## config.mk

```make
export PLATFORM = sky130hd
export DESIGN_NAME = pwm_dbuf
export DESIGN_NICKNAME = d
export VERILOG_FILES = /design/src/rtl/pwm_dbuf_pkg.sv /design/src/rtl/pwm_dbuf_cnt.sv /design/src/rtl/pwm_dbuf_out.sv /design/src/rtl/pwm_dbuf_ctrl.sv /design/src/rtl/pwm_dbuf.sv
export SDC_FILE = /design/constraint.sdc
export NUM_CORES = 1
export LEC_CHECK = 0
export BUFFER_PORTS_ARGS = -buffer_cell sky130_fd_sc_hd__clkbuf_2
export CAP_MARGIN = 20
export CORE_MARGIN = 8
export CORE_UTILIZATION = 51
export CTS_CLUSTER_DIAMETER = 50
export CTS_CLUSTER_SIZE = 8
export DETAILED_ROUTE_END_ITERATION = 10
export PLACE_DENSITY = 0.73
export RECOVER_POWER = 100
export SLEW_MARGIN = 20
export SYNTH_ARGS = -nofsm -noshare
export SYNTH_HDL_FRONTEND = slang
export SYNTH_SLANG_ARGS = --single-unit
export TNS_END_PERCENT = 1
```

## constraint.sdc

```tcl
create_clock -name clk -period 1.8 [get_ports clk]
set_input_delay 0.18 -clock clk [delete_from_list [all_inputs] [get_ports clk]]
set_output_delay 0.18 -clock clk [all_outputs]
set_load 0.02 [all_outputs]
```

## src/rtl/pwm_dbuf_pkg.sv

```systemverilog
package pwm_dbuf_pkg;

    typedef enum logic [1:0] {
        ST_IDLE = 2'd0,
        ST_RUN  = 2'd1,
        ST_PEND = 2'd2
    } pwm_state_e;

    localparam logic [1:0] ADDR_CTRL = 2'd0;
    localparam logic [1:0] ADDR_DUTY = 2'd1;
    localparam logic [1:0] ADDR_ACK  = 2'd2;

    localparam int CTL_EN  = 0;
    localparam int CTL_INV = 1;
    localparam int CTL_IMM = 2;

endpackage

```

## src/rtl/pwm_dbuf_cnt.sv

```systemverilog
module pwm_dbuf_cnt #(
    parameter int CNT_W = 8
) (
    input  logic             clk,
    input  logic             rst_n,
    input  logic             run,
    output logic [CNT_W-1:0] cnt,
    output logic             wrap
);
    localparam logic [CNT_W-1:0] CNT_MAX = {CNT_W{1'b1}};

    always_ff @(posedge clk) begin
        if (!rst_n) begin
            cnt <= '0;
        end else if (!run) begin
            cnt <= '0;
        end else begin
            cnt <= cnt + 1'b1;
        end
    end

    assign wrap = run && (cnt == CNT_MAX);

endmodule

```

## src/rtl/pwm_dbuf_out.sv

```systemverilog
module pwm_dbuf_out #(
    parameter int CNT_W = 8,
    parameter int DW    = CNT_W + 1
) (
    input  logic             en,
    input  logic             inv,
    input  logic [CNT_W-1:0] cnt,
    input  logic [DW-1:0]    act,
    output logic             pwm_out
);
    logic below;

    // Output is on strictly below the match; at or above it is off.
    always_comb begin
        below = ({1'b0, cnt} < act);
        if (en) begin
            pwm_out = below ^ inv;
        end else begin
            pwm_out = inv;
        end
    end

endmodule

```

## src/rtl/pwm_dbuf_ctrl.sv

```systemverilog
module pwm_dbuf_ctrl
    import pwm_dbuf_pkg::*;
#(
    parameter int CNT_W = 8,
    parameter int DW    = CNT_W + 1
) (
    input  logic          clk,
    input  logic          rst_n,
    input  logic          wr_en,
    input  logic [1:0]    wr_addr,
    input  logic [DW-1:0] wr_data,
    input  logic          wrap,
    output logic          en,
    output logic          inv,
    output logic [DW-1:0] act,
    output logic          irq
);
    pwm_state_e    state_q;
    pwm_state_e    state_d;
    logic [DW-1:0] shadow_q;
    logic          imm_q;
    logic          act_ld;
    logic          act_from_sh;
    logic          ctrl_wr;
    logic          duty_wr;
    logic          ack_wr;

    assign ctrl_wr = wr_en && (wr_addr == ADDR_CTRL);
    assign duty_wr = wr_en && (wr_addr == ADDR_DUTY);
    assign ack_wr  = wr_en && (wr_addr == ADDR_ACK) && wr_data[0];

    // State register
    always_ff @(posedge clk) begin
        if (!rst_n) begin
            state_q <= ST_IDLE;
        end else begin
            state_q <= state_d;
        end
    end

    // Next state and load decisions
    always_comb begin
        state_d     = state_q;
        act_ld      = 1'b0;
        act_from_sh = 1'b0;
        unique case (state_q)
            ST_IDLE: begin
                if (ctrl_wr && wr_data[CTL_EN]) begin
                    state_d     = ST_RUN;
                    act_ld      = 1'b1;
                    act_from_sh = 1'b1;
                end
            end
            ST_RUN: begin
                if (ctrl_wr && !wr_data[CTL_EN]) begin
                    state_d = ST_IDLE;
                end else if (duty_wr && imm_q) begin
                    act_ld = 1'b1;
                end else if (duty_wr) begin
                    state_d = ST_PEND;
                end
            end
            ST_PEND: begin
                if (ctrl_wr && !wr_data[CTL_EN]) begin
                    state_d = ST_IDLE;
                end else if (duty_wr && imm_q) begin
                    state_d = ST_RUN;
                    act_ld  = 1'b1;
                end else if (wrap) begin
                    state_d     = duty_wr ? ST_PEND : ST_RUN;
                    act_ld      = 1'b1;
                    act_from_sh = 1'b1;
                end
            end
            default: begin
                state_d = ST_IDLE;
            end
        endcase
    end

    // Registers driven by the machine
    always_ff @(posedge clk) begin
        if (!rst_n) begin
            shadow_q <= '0;
            act      <= '0;
            inv      <= 1'b0;
            imm_q    <= 1'b0;
            irq      <= 1'b0;
        end else begin
            if (duty_wr) begin
                shadow_q <= wr_data;
            end
            if (ctrl_wr) begin
                inv   <= wr_data[CTL_INV];
                imm_q <= wr_data[CTL_IMM];
            end
            if (act_ld) begin
                act <= act_from_sh ? shadow_q : wr_data;
            end
            if (act_ld) begin
                irq <= 1'b1;
            end else if (ack_wr) begin
                irq <= 1'b0;
            end
        end
    end

    assign en = (state_q != ST_IDLE);

endmodule

```

## src/rtl/pwm_dbuf.sv

```systemverilog
module pwm_dbuf #(
    parameter  int CNT_W = 8,
    localparam int DW    = CNT_W + 1
) (
    input  logic          clk,
    input  logic          rst_n,
    input  logic          wr_en,
    input  logic [1:0]    wr_addr,
    input  logic [DW-1:0] wr_data,
    output logic          pwm_out,
    output logic          irq
);
    logic             en_w;
    logic             inv_w;
    logic [DW-1:0]    act_w;
    logic [CNT_W-1:0] cnt_w;
    logic             wrap_w;

    pwm_dbuf_ctrl #(.CNT_W(CNT_W), .DW(DW)) u_ctrl (
        .clk     (clk),
        .rst_n   (rst_n),
        .wr_en   (wr_en),
        .wr_addr (wr_addr),
        .wr_data (wr_data),
        .wrap    (wrap_w),
        .en      (en_w),
        .inv     (inv_w),
        .act     (act_w),
        .irq     (irq)
    );

    pwm_dbuf_cnt #(.CNT_W(CNT_W)) u_cnt (
        .clk   (clk),
        .rst_n (rst_n),
        .run   (en_w),
        .cnt   (cnt_w),
        .wrap  (wrap_w)
    );

    pwm_dbuf_out #(.CNT_W(CNT_W), .DW(DW)) u_out (
        .en      (en_w),
        .inv     (inv_w),
        .cnt     (cnt_w),
        .act     (act_w),
        .pwm_out (pwm_out)
    );

endmodule

```

-- Word-level counts from Yosys, hierarchy flattened
Index checks and enable logic that the tools add are counted.
- flip-flop bits (word level): 31
- word-level logic and storage cells: 57
- bitwise operators: 1
- equal/unequal tests: 9
- muxes and demuxes: 23
- reductions and logical operators: 15
- order comparisons: 1
- add/sub/neg operators: 1
- operators by type and width (kind ; number):
    $mux 2 ; 8
    $mux 1 ; 11
    $lt 8x9->1 ; 1
    $mux 9 ; 1
    $add 8x1->8 const B ; 1
    $eq 8x8->1 const B ; 1
    $logic_and 1x1->1 ; 8
    $pmux 2 s3 ; 1
    $eq 2x1->1 const B ; 2
    $eq 2x2->1 const B ; 2
    $logic_not 2->1 ; 2
    $ne 4x1->1 const B ; 1
    $reduce_and 4->1 ; 1
    $reduce_bool 2->1 ; 2
    $ne 3x1->1 const B ; 1
    $ne 3x2->1 const B ; 1
    $pmux 1 s3 ; 1
    $ne 2x1->1 const B ; 1
    $pmux 1 s2 ; 1
    $reduce_and 2->1 ; 1
    $logic_not 1->1 ; 1
    $xor 1x1->1 ; 1

-- Depth between registers and ports, before layout
Gate-level depths: netlist (run 1).
- depth in word-level cells: 7
- depth in mapped cells: 7

-- Modules after synthesis
Synthesis (run 1) repeated with hierarchy kept, for this count alone.
- cells, all modules: 181
- area, all modules: 1657.8 sq um
- modules (own cells, without submodules) (module ; times used ; sequential area each (sq um) ; area an instance (sq um) ; cells each):
    pwm_dbuf_ctrl ; 1 ; 460.4 ; 1142.3 ; 121
    pwm_dbuf_cnt ; 1 ; 160.2 ; 316.6 ; 35
    pwm_dbuf_out ; 1 ; 0.0 ; 198.9 ; 25

-- Worst setup path after synthesis (run 1)
OpenSTA, ideal clock, no wires.
- path type: flip-flop to flip-flop
- from: register u_cnt.cnt[0]
- to: register u_ctrl.act[8]
- stages on the path, launching flop included: 8
- setup slack: 0.090 ns
- buffers on the path: 1
- arrival: 1.640 ns
- period minus slack after synthesis: 1.710 ns
- cells stage by stage: dfxtp_1 ha_1 nand3_2 or3_4 o221ai_4 buf_8 o21ai_2 a21oi_1
- longest elaborated chain between the ends: 7
- ends and longest elaborated chain (element ; RTL line ; RTL):
    start: declaration ; pwm_dbuf_cnt.sv:7 ; output logic [CNT_W-1:0] cnt,
    start signal: assignment ; pwm_dbuf_cnt.sv:18 ; cnt <= cnt + 1'b1;
    $eq 8x8->1 (*) ; pwm_dbuf_cnt.sv:22 ; assign wrap = run && (cnt == CNT_MAX);
    $logic_and 1x1->1 (*) ; pwm_dbuf_cnt.sv:22 ;
    $mux 1 (*) ; pwm_dbuf_ctrl.sv:69 ; end else if (wrap) begin
    $mux 1 ; pwm_dbuf_ctrl.sv:66 ; end else if (duty_wr && imm_q) begin
    $mux 1 ; pwm_dbuf_ctrl.sv:64 ; if (ctrl_wr && !wr_data[CTL_EN]) begin
    $pmux 1 s2 ; pwm_dbuf_ctrl.sv:46 ; unique case (state_q)
    $mux 9 ; pwm_dbuf_ctrl.sv:98 ; act <= act_from_sh ? shadow_q : wr_data;
    end signal: assignment ; pwm_dbuf_ctrl.sv:98 ;
    end: declaration ; pwm_dbuf_ctrl.sv:15 ; output logic [DW-1:0] act,
Mark *: on every way between the ends. The rest lies on a longest branch, timed or not.
A chain may end at the register's enable or synchronous reset.

-- Final worst setup path (run 1)
- from: register u_cnt.cnt[0]
- to: output pwm_out
- longest elaborated chain between the ends: 3
- ends and longest elaborated chain (element ; RTL line ; RTL):
    $lt 8x9->1 ; pwm_dbuf_out.sv:15 ; below = ({1'b0, cnt} < act);
    $xor 1x1->1 ; pwm_dbuf_out.sv:17 ; pwm_out = below ^ inv;
    $mux 1 ; pwm_dbuf_out.sv:16 ; if (en) begin
    end: declaration ; pwm_dbuf.sv:10 ; output logic pwm_out,
No other way between the ends.

==> results_dict.tcl, run 1 <==
set metrics [dict create \
    grt_pass1_vias 1281 \
    clock_sinks 31 \
    min_period_over_period 1.16 \
    io_buffers 15 \
    slew_viol_final 0 \
    synth-async-reset-ratio 0 \
    rsz0062_at_grt "yes" \
    synth_cells 174 \
    yosysMostFrequentCell "dfxtp_1" \
    start_util 0.533 \
    core_um2 3030 \
    grt_first_pass_wirelength_um 5570 \
    ys_types 42 \
    required_ns 1.62 \
    first_pass_iters 4 \
    peakVddDrop_v 0.000601 \
    areaGrowthSynthToFinish_pct 20.7 \
    seqCellArea_um2 632 \
    netlist_area_um2 1610 \
    crit_fanout 3 \
    postCtsHoldBufs 0 \
    vias 1338 \
    final_cells 248 \
    clk_path_buf_depth 2 \
    p_leak_nw 0.817 \
    die_area_um2 5220 \
    hold_class "in2reg" \
    antenna_found_initial 0 \
    critical-path-top-delay-family "compound AO/OA/AOI/OAI gates" \
    setup_ws_ns -0.291 \
    clk_latency_ns 0.33 \
    cp_slowest_cell "dfxtp_2" \
    worstPathArrival_ns 1.91 \
    clock_skew_ns 0.00863 \
    synth-seq-cells 31 \
    diodes 0 \
    synth_top_area_share 0.384 \
    dp_hpwl_um 2410 \
    yosys_most_used_dff "dfxtp_1" \
    multi_input_area_um2 967 \
    dp_worst_setup_slack_ns -0.0279 \
    outcome "finished, violations left" \
    synth_top_area_cell "dfxtp_1" \
    grt_start_max_net_pins 26 \
    hold_violations 0 \
    synth_top_cells_by_count "31 x dfxtp_1, 19 x mux2i_1, 14 x nor2b_1, 14 x o21ai_0, 12 x a21oi_1" \
    cts-root-buf "clkbuf_4" \
    failed_checks "negative setup slack" \
    end_kind "primary output" \
    ys_warn_count 0 \
    vias_per_cell 5.40 \
    wl_per_cell_um 13.9 \
    min_period_ns 2.09 \
    syn_nets 196 \
    synth_edf_count 0 \
    slowest_delay_ns 0.34 \
    place.gp.congestion 0.763 \
    worst_pin_slew_ns 0.865 \
    fmax_mhz 478 \
    path_cells "buf_6 -> nand2b_4 -> a211o_1 -> a211oi_2 -> or3_1 -> nand4_1 -> clkbuf_8" \
    worstSetupPathType "reg2out" \
    die_x_um 72.3 \
    htree_levels 2 \
    cts_tree "built" \
    cp-start-kind "flip-flop" \
    drc 0 \
    clk_pin_slew_ns 0.09 \
    drive_above_1_share 0.250 \
    avgSynthCellArea_um2 9.28 \
    ys_seq_area_frac 0.384 \
    core.rowCount 20 \
    maxCapViolations 0 \
    wl_um 3450 \
    fillers 259 \
    numCtsBuffers 5 \
    drtIter0Drc 67 \
    synth_area_leaders "dfxtp_1 38%, mux2i_1 12%, ha_1 6.2%" \
    die_h_um 72.3 \
    nNetsFinal 225 \
    setup_violations 6 \
    grt-ovfl-total 0 \
    placed_cells 239 \
    crit_buf_inv 2 \
    grt_usage 0.136 \
    p_per_area_nw_per_um2 755 \
    slew_headroom 0.417 \
    antenna_left 0 \
    ioPinCount 16 \
]
[cells by family after synthesis]
kind of cell,share of synthesized area
simple gates,0.182
compound gates,0.178
flops,0.384
mux,0.118
buf+inv,0.0473
fa+ha+maj,0.0682
xor+xnor,0.0217
[cells in the final DEF, fill, tap and decap left out, types with 4 or more instances in the layout]
cell	instances
dfxtp_1	24
mux2i_1	19
nor2b_1	13
a21oi_1	12
clkbuf_2	12
nor2_1	10
o21ai_0	10
buf_4	8
inv_1	7
nand2_1	7
dfxtp_2	6
o21ai_1	5
ha_1	5
clkbuf_4	5
clkbuf_1	5
nand3_1	4
[power by group]
group / switching [mW] / internal (mW) / leakage (nW) / total, mW
clock network: 0.227 / 0.229 / 0.0386 / 0.457
logic: 0.139 / 0.130 / 0.523 / 0.269
registers: 0.0283 / 0.717 / 0.255 / 0.746
[metal layers]
layer,vias to the layer above,track usage,share of wire
met5,-,0,0
met4,0,0.0748,0.028
met3,9,0.0510,0.048
met2,31,0.209,0.48
met1,619,0.159,0.44
li1,679,-,-
[stage by stage]
stage | TNS, ns | cell area, µm² | hold slack, ns | utilization | power [mW]
2_1_floorplan | 0 | 1610 | 0.325 | - | 0.919
3_3_place_gp | 0 | 1800 | 0.452 | 0.596 | 0.989
3_5_place_dp | -0.127 | 1800 | 0.459 | 0.596 | 0.997
4_1_cts | -0.289 | 1910 | 0.101 | 0.630 | 1.46
5_1_grt | -0.912 | 1950 | 0.116 | 0.643 | 1.55
6_report | -0.358 | 1950 | 0.106 | 0.643 | 1.47
[repair_timing]
action                     in CTS  in global routing
buffers inserted                0                  1
resized for setup              10                 19
setup endpoints to repair       9                  8
pin swaps                       5                  6
[worst min-delay path, cell delays in order]
cell	delay (ns)
clkbuf_2	0.10
nand2_1	0.05
a21boi_0	0.06
[registers in the layout, indices dropped and copies added, names as in the netlist]
name             flops
u_ctrl.shadow_q      9
u_ctrl.state_q       2
u_ctrl.irq           1
u_ctrl.act           9
u_cnt.cnt            8
u_ctrl.imm_q         1
u_ctrl.inv           1
[final cells by class]
type,instances,area share
multi-input cells,128,0.496
clock buffers,8,0.0353
flip-flops and latches,31,0.324
repair buffers,28,0.0983
well taps,44,0.0283
inverters,9,0.0173
[worst paths after layout]
check          startpoint       endpoint  slack (ns)  cells past startpoint
max          u_cnt.cnt[0]        pwm_out       -0.29                      7
min            wr_data[1]     u_ctrl.inv        0.11                      3
max reg2reg  u_cnt.cnt[0]  u_ctrl.act[3]       -0.04                      8
min reg2reg  u_cnt.cnt[7]   u_cnt.cnt[7]        0.53                      2
(Power assumes the default switching activity.)
==> run 2, diff against run 1 <==
--- a/config.mk
+++ b/config.mk
@@ -9,6 +9,7 @@
 export CAP_MARGIN = 20
 export CORE_MARGIN = 8
 export CORE_UTILIZATION = 51
+export CTS_BUF_LIST = sky130_fd_sc_hd__clkbuf_4
 export CTS_CLUSTER_DIAMETER = 50
 export CTS_CLUSTER_SIZE = 8
 export DETAILED_ROUTE_END_ITERATION = 10
==> run 2 against run 1 <==
The flow still finishes with violations (negative setup slack). Power fell by 5.2%. Clock power is 16% lower. Die area is the same.
==> results_dict.tcl, run 2 (synthesized netlist as in run 1, its figures left out) <==
set metrics [dict create \
    rsz0062_at_grt "yes" \
    worst_pin_slew_ns 0.860 \
    top_regs "u_ctrl.act (9), u_ctrl.shadow_q (9), u_cnt.cnt (8)" \
    cts_tree "built" \
    crit_fanout 2 \
    die_area_um2 5220 \
    p_leak_nw 0.808 \
    wl_um 3420 \
    drive_above_1_share 0.245 \
    maxCapViolations 0 \
    drtIter0Drc 41 \
    areaGrowthSynthToFinish_pct 19.8 \
    drc 0 \
    ioPinCount 16 \
    p_per_area_nw_per_um2 721 \
    peakVddDrop_v 0.000595 \
    clock_skew_ns 0.0137 \
    most-common-layout-cells "25 x dfxtp_1, 19 x mux2i_1, 13 x nor2b_1, 12 x a21oi_1, 12 x clkbuf_2" \
    grt_first_pass_wirelength_um 5550 \
    antenna_left 0 \
    postCtsHoldBufs 0 \
    grt_start_max_net_pins 26 \
    setup_ws_ns -0.225 \
    vias 1347 \
    start_util 0.533 \
    cp-startpoint "u_ctrl.act[2]" \
    holdPathStages 3 \
    worstSetupPathType "reg2out" \
    required_ns 1.62 \
    grt_pass1_vias 1278 \
    min_period_over_period 1.13 \
    place_area_um2 1800 \
    place.gp.congestion 0.763 \
    diodes 0 \
    grt-ovfl-total 0 \
    clk_path_buf_depth 2 \
    core_um2 3030 \
    reg2reg_depth 8 \
    cts-root-buf "clkbuf_4" \
    grt_usage 0.137 \
    clk_latency_ns 0.33 \
    fillers 261 \
    fin_tns_setup_ns -0.377 \
    worstPathArrival_ns 1.85 \
    wl_per_cell_um 13.8 \
    io_buffers 15 \
    failed_checks "negative setup slack" \
    hold_class "in2reg" \
    vias_per_cell 5.43 \
    die_x_um 72.3 \
    clock_sinks 31 \
    cp-start-kind "flip-flop" \
    nNetsFinal 225 \
    clk_pin_slew_ns 0.10 \
    slew_headroom 0.421 \
    htree_levels 2 \
    min_period_ns 2.03 \
    die_h_um 72.3 \
    dp_hpwl_um 2410 \
    numCtsBuffers 5 \
    end_kind "primary output" \
    r2r-start "u_cnt.cnt[0]" \
    min_from "wr_data[1]" \
    first_pass_iters 5 \
    setup_violations 7 \
    outcome "finished, violations left" \
    hold_violations 0 \
    fmax_mhz 494 \
    antenna_found_initial 0 \
    core.rowCount 20 \
    layout_commonest_cell "dfxtp_1" \
    slew_viol_final 0 \
    final_area_um2 1930 \
]
-- run 2: layout make-up --
type	instances	area, µm²	share of cell area
repair buffers	28	185	0.0957
clock inverters	2	7.51	0.00388
flip-flops and latches	31	628	0.325
well taps	44	55.1	0.0285
clock buffers	6	45.0	0.0233
multi-input cells	128	980	0.506
inverters	9	33.8	0.0175
-- run 2: worst max-delay path, stage by stage (launching register included) --
cell	delay, ns
dfxtp_2	0.35
inv_2	0.05
ha_4	0.24
o21a_1	0.13
a211oi_2	0.07
or3_1	0.37
nand4_1	0.13
clkbuf_8	0.16
-- run 2: worst paths after layout --
kind                                 endpoint  slack, ns
worst min register to register   u_cnt.cnt[0]       0.50
worst max register to register  u_ctrl.act[3]      -0.06
worst min-delay path               u_ctrl.inv       0.10
worst max-delay path                  pwm_out      -0.23
-- run 2: through the flow --
stage	cells	hold WS [ns]	total power, mW	util	worst slack [ns]
2_1_floorplan	174	0.325	0.919	-	0.0905
3_3_place_gp	239	0.452	0.989	0.596	0.0157
3_5_place_dp	239	0.459	0.997	0.596	-0.0279
4_1_cts	247	0.0953	1.39	0.624	-0.295
5_1_grt	248	0.107	1.47	0.639	-0.333
6_report	248	0.103	1.39	0.639	-0.225
-- run 2: report_power, final --
part / leakage (nW) / switching [mW] / internal, mW
sequential: 0.254 / 0.0268 / 0.719
clock: 0.0307 / 0.226 / 0.159
combinational: 0.523 / 0.138 / 0.125
total: 0.808 / 0.391 / 1.00
-- run 2: routing by layer --
metal  GRT usage  wire [µm]
met3      0.0510        171
met1       0.154       1480
met5           0          0
met4      0.0771         59
met2       0.217       1700
-- run 2: repair_timing --
item / CTS / global route
buffers inserted: 0 / 1
pin swaps: 4 / 7
gates resized for setup: 10 / 18
setup endpoints to repair: 9 / 8
